File: src/rtl/cfgclk_pkg.sv
package cfgclk_pkg;

  localparam int unsigned DIV_W  = 3;
  localparam int unsigned DATA_W = 32;

  // Per-cycle description of the output waveform, produced one input
  // cycle ahead of the output itself.
  typedef struct packed {
    logic lvl;    // output held high for the whole cycle
    logic byp;    // output follows the input clock this cycle
    logic rise;   // a rising output edge opens this cycle
    logic gated;  // no output edges this cycle
  } phase_t;

endpackage

File: src/rtl/cfgclk_field_reg.sv
module cfgclk_field_reg #(
  parameter int unsigned DATA_W    = cfgclk_pkg::DATA_W,
  parameter int unsigned DIV_W     = cfgclk_pkg::DIV_W,
  parameter int unsigned FIELD_LSB = 0
) (
  input  logic              clk_i,
  input  logic              rst_ni,
  input  logic              wr_i,
  input  logic [DATA_W-1:0] wdata_i,
  input  logic              acc_valid_i,
  output logic [DIV_W-1:0]  div_o,
  output logic [DATA_W-1:0] rdata_o
);

  localparam logic [DIV_W-1:0] WAKE_DIV = '1;

  logic [DIV_W-1:0] div_q;
  logic             wake;
  logic             unused_wdata;

  assign wake = (div_q == '0) && acc_valid_i;
  assign unused_wdata = ^wdata_i;

  // Software write takes priority over the hardware wake.
  always_ff @(posedge clk_i or negedge rst_ni) begin
    if (!rst_ni) begin
      div_q <= '0;
    end else if (wr_i) begin
      div_q <= wdata_i[FIELD_LSB +: DIV_W];
    end else if (wake) begin
      div_q <= WAKE_DIV;
    end
  end

  always_comb begin
    rdata_o = '0;
    rdata_o[FIELD_LSB +: DIV_W] = div_q;
  end

  assign div_o = div_q;

endmodule

File: src/rtl/cfgclk_div_core.sv
module cfgclk_div_core #(
  parameter int unsigned DIV_W = cfgclk_pkg::DIV_W
) (
  input  logic                clk_i,
  input  logic                rst_ni,
  input  logic [DIV_W-1:0]    div_i,
  output cfgclk_pkg::phase_t  phase_o
);

  localparam logic [DIV_W-1:0] ONE = DIV_W'(1);
  localparam logic [DIV_W-1:0] TWO = DIV_W'(2);

  logic [DIV_W-1:0] cur_q;
  logic [DIV_W-1:0] cnt_q;
  logic             period_end;
  logic             divided;

  assign divided    = (cur_q >= TWO);
  assign period_end = !divided || (cnt_q == cur_q - ONE);

  // The divisor in force is replaced only when its period completes.
  always_ff @(posedge clk_i or negedge rst_ni) begin
    if (!rst_ni) begin
      cur_q <= '0;
      cnt_q <= '0;
    end else if (period_end) begin
      cur_q <= div_i;
      cnt_q <= '0;
    end else begin
      cnt_q <= cnt_q + ONE;
    end
  end

  always_comb begin
    phase_o.lvl   = divided && (cnt_q < (cur_q >> 1));
    phase_o.byp   = (cur_q == ONE);
    phase_o.rise  = (cur_q == ONE) || (divided && (cnt_q == '0));
    phase_o.gated = (cur_q == '0);
  end

endmodule

File: src/rtl/cfgclk_out_stage.sv
module cfgclk_out_stage (
  input  logic               clk_i,
  input  logic               rst_ni,
  input  cfgclk_pkg::phase_t phase_i,
  output logic               clk_o
);

  logic lvl_q;
  logic byp_q;

  // Whole-cycle level: changes only at rising input edges.
  always_ff @(posedge clk_i or negedge rst_ni) begin
    if (!rst_ni) begin
      lvl_q <= 1'b0;
    end else begin
      lvl_q <= phase_i.lvl;
    end
  end

  // Pass-through enable: changes only while the input clock is low.
  always_ff @(negedge clk_i or negedge rst_ni) begin
    if (!rst_ni) begin
      byp_q <= 1'b0;
    end else begin
      byp_q <= phase_i.byp;
    end
  end

  assign clk_o = lvl_q | (clk_i & byp_q);

endmodule

File: src/rtl/cfg_clk_gen.sv
module cfg_clk_gen #(
  parameter int unsigned DATA_W    = cfgclk_pkg::DATA_W,
  parameter int unsigned DIV_W     = cfgclk_pkg::DIV_W,
  parameter int unsigned FIELD_LSB = 0
) (
  input  logic              clk_i,
  input  logic              rst_ni,
  input  logic              reg_wr_i,
  input  logic [DATA_W-1:0] reg_wdata_i,
  output logic [DATA_W-1:0] reg_rdata_o,
  input  logic              acc_valid_i,
  output logic              acc_ready_o,
  output logic              cfg_clk_o
);

  logic [DIV_W-1:0]   div;
  cfgclk_pkg::phase_t phase;
  logic               ready_q;

  cfgclk_field_reg #(
    .DATA_W    (DATA_W),
    .DIV_W     (DIV_W),
    .FIELD_LSB (FIELD_LSB)
  ) u_field (
    .clk_i       (clk_i),
    .rst_ni      (rst_ni),
    .wr_i        (reg_wr_i),
    .wdata_i     (reg_wdata_i),
    .acc_valid_i (acc_valid_i),
    .div_o       (div),
    .rdata_o     (reg_rdata_o)
  );

  cfgclk_div_core #(
    .DIV_W (DIV_W)
  ) u_core (
    .clk_i   (clk_i),
    .rst_ni  (rst_ni),
    .div_i   (div),
    .phase_o (phase)
  );

  cfgclk_out_stage u_out (
    .clk_i   (clk_i),
    .rst_ni  (rst_ni),
    .phase_i (phase),
    .clk_o   (cfg_clk_o)
  );

  // Ready follows the output stage: it is set at the edge that starts the
  // first output pulse and cleared at the edge where the output stops.
  always_ff @(posedge clk_i or negedge rst_ni) begin
    if (!rst_ni) begin
      ready_q <= 1'b0;
    end else if (phase.gated) begin
      ready_q <= 1'b0;
    end else if (phase.rise) begin
      ready_q <= 1'b1;
    end
  end

  assign acc_ready_o = ready_q;

endmodule

File: config.mk
export PLATFORM = sky130hd
export DESIGN_NAME = cfg_clk_gen
export DESIGN_NICKNAME = d
export VERILOG_FILES = /design/src/rtl/cfgclk_pkg.sv /design/src/rtl/cfgclk_field_reg.sv /design/src/rtl/cfgclk_div_core.sv /design/src/rtl/cfgclk_out_stage.sv /design/src/rtl/cfg_clk_gen.sv
export SDC_FILE = /design/constraint.sdc
export NUM_CORES = 1
export LEC_CHECK = 0
export BUFFER_PORTS_ARGS = -buffer_cell sky130_fd_sc_hd__buf_4
export CAP_MARGIN = 25
export CORE_MARGIN = 2
export CORE_UTILIZATION = 43
export CTS_BUF_LIST = sky130_fd_sc_hd__clkbuf_8
export DETAILED_ROUTE_END_ITERATION = 12
export GPL_TIMING_DRIVEN = 0
export HOLD_SLACK_MARGIN = 0.03
export PLACE_DENSITY = 0.95
export REMOVE_ABC_BUFFERS = 1
export SYNTH_ARGS = -nofsm -noshare
export SYNTH_HDL_FRONTEND = slang
export SYNTH_SLANG_ARGS = --single-unit
export TNS_END_PERCENT = 50
File: constraint.sdc
create_clock -name clk_i -period 4 [get_ports clk_i]
set_clock_uncertainty 0.2 [all_clocks]
set_input_delay 0.2 -clock clk_i [delete_from_list [all_inputs] [get_ports clk_i]]
set_output_delay 0.2 -clock clk_i [all_outputs]
set_load 0.01 [all_outputs]
==> flow_summary.ini <==
[timing]
setup_viol = 0
finalMaxSlewViolations = 0
tns_ns = 0
rsz0062_at_grt = no
hold_viol = 0
hold_slack_ns = 0.03290

[drt]
viasPerCell = 4.347
final_antenna_net_count = 0
vias = 652
drc = 0
drt-pass1-iter-count = 2
drtIter0Drc = 5
totalWireLength_mm = 1.600
wire_per_inst_microns = 10.67

[worst_setup_path]
crit_fanout = 1
critPathBufInv = 1
worstSetupStartpointType = flop
crit_chain = a21o_1, buf_4
critPathRequiredTime_ns = 3.60
max_stage_delay_ns = 0.32
arrival_ns = 2.98
cp_top_family = flip-flops
critPathKind = reg2out
endpoint_kind = primary output
slowest_stage = dfrtn_1

[clocking]
hold_buffers = 10
cts_tree = built
clkTransAtPathRegs_ns = 0.05
cts_resized = 0
cts_setup_buffers = 0
clk_latency_ns = 0.35

[layout]
final_net_count = 166
fin_cells = 150
drive_above_1_share = 0.1870
area_growth_pct = 22.53
multiInputGateArea_sq_um = 452.9
n_fill_cell = 189
final_util = 0.5548
antenna_cells = 0
final-seq-area_sq_um = 300.3

[pwr]
p_per_area_nw_per_um2 = 727.2
power_leakage_nw = 0.5704
finalPower_mw = 0.7915
ir_worst_vdd_v = 0.0003578

[worst_hold_path]
hold_class = in2async

[synth]
syn_avg_cell_area_sq_um = 9.254
synth_most_common_cell = buf_4
synthTopCellsByArea = dfrtp_1, buf_4, ha_1
yosys.area.top_type = dfrtp_1
synth_edf_count = 0
synthCells = 96
yosysTopAreaCellShare = 0.3099
ys_types = 26
synth_common_cells = buf_4, dfrtp_1, nor2_1
yosysWarningCount = 0
ys_seq_elements = 12
synth_flop_cell = dfrtp_1
seq_area_frac_synth = 0.3380
async_flop_share = 1.000
synth_area_sq_um = 888.4

[die]
die_h_microns = 49.45
core_sq_um = 1962
start_util = 0.4528
boundaryPins = 70
num_rows = 16
die_area_sq_um = 2445
die_x_microns = 49.45

[run_status]
outcome = completed

[placement]
hpwl_mm = 1.136
placed_cells = 133
port-buffer-count = 11
gp_congestion = 0.7112

[global_route]
grt-ovfl-total = 0
grt_pass1_wl_mm = 2.711
grt_pass1_vias = 704
antenna_found_initial = 0
grt_use_total = 0.1603
grt_max_degree = 13

[job]
drv_cap = 0
==> per-layer routing <==
layer / global-route usage / wire, microns / vias up
met5: 0 / 0 / -
met3: 0.08182 / 126 / 5
met2: 0.3018 / 920 / 33
met1: 0.1075 / 508 / 309
met4: 0.1481 / 44 / 0
li1: - / - / 305
==> path summary, 6_finish.rpt <==
path	start	end	slack (ns)	cells after the start
max	u_out.byp_q$_DFF_NN0_	cfg_clk_o	0.62	2
min	rst_ni	acc_ready_o$_DFFE_PN0P_	0.03	2
min in group clk_i	acc_ready_o$_DFFE_PN0P_	acc_ready_o$_DFFE_PN0P_	0.34	2
min reg2reg	acc_ready_o$_DFFE_PN0P_	acc_ready_o$_DFFE_PN0P_	0.34	2
max reg2reg	u_core.cur_q[1]$_DFFE_PN0P_	u_out.byp_q$_DFF_NN0_	0.83	3
max in group asynchronous	rst_ni	u_out.byp_q$_DFF_NN0_	1.53	2
==> cell type report <==
class,count,area share
Timing Repair Buffer,20,0.1609
Tap cell,27,0.03103
Clock buffer,8,0.09540
Inverter,6,0.02069
Multi-Input combinational cell,77,0.4161
Sequential cell,12,0.2759
==> registers in the layout, summed over array words and instances, names as in the netlist <==
register	cells
u_field.div_o	3
u_core.cnt_q	3
acc_ready_o	1
u_out.lvl_q	1
u_out.byp_q	1
u_core.cur_q	3
==> power by group <==
group | internal [mW] | switching, mW | total, mW
sequential | 0.169 | 0.0532 | 0.222
clock | 0.160 | 0.0648 | 0.225
combinational | 0.160 | 0.185 | 0.345
total | 0.489 | 0.303 | 0.792
==> metrics by stage <==
| step | instance area (sq um) | setup WS (ns) |
|---|---|---|
| floorplan | 775.7 | 0.8974 |
| global placement | 892.1 | 0.8401 |
| detailed placement | 892.1 | 0.8156 |
| CTS | 1089 | 0.6138 |
| global route | 1089 | 0.5838 |
| finish | 1089 | 0.6151 |
==> cells in the final DEF (no fill, tap or decap), types with 4 or more instances in the layout <==
cell and count:
conb_1 29, nor2_1 11, dfrtp_1 11, buf_4 11
dlygate4sd3_1 10, clkbuf_8 7, inv_1 6, ha_1 6
o21ai_0 5, nand2_1 4
==> kinds of logic (layout without fill, tap and decap cells) <==
logic type      Yosys count  after routing  share of synthesized area
compound gates           14             14                     0.1042
xor+xnor                  6              6                    0.07606
fa+ha+maj                 6              6                    0.08450
buf+inv                  35             34                     0.2704
flops                    12             12                     0.3380
mux                       1              1                    0.01690
other cells               1             29                   0.004221
simple gates             21             21                     0.1056
No activity file was read; power rests on OpenSTA's default activity.
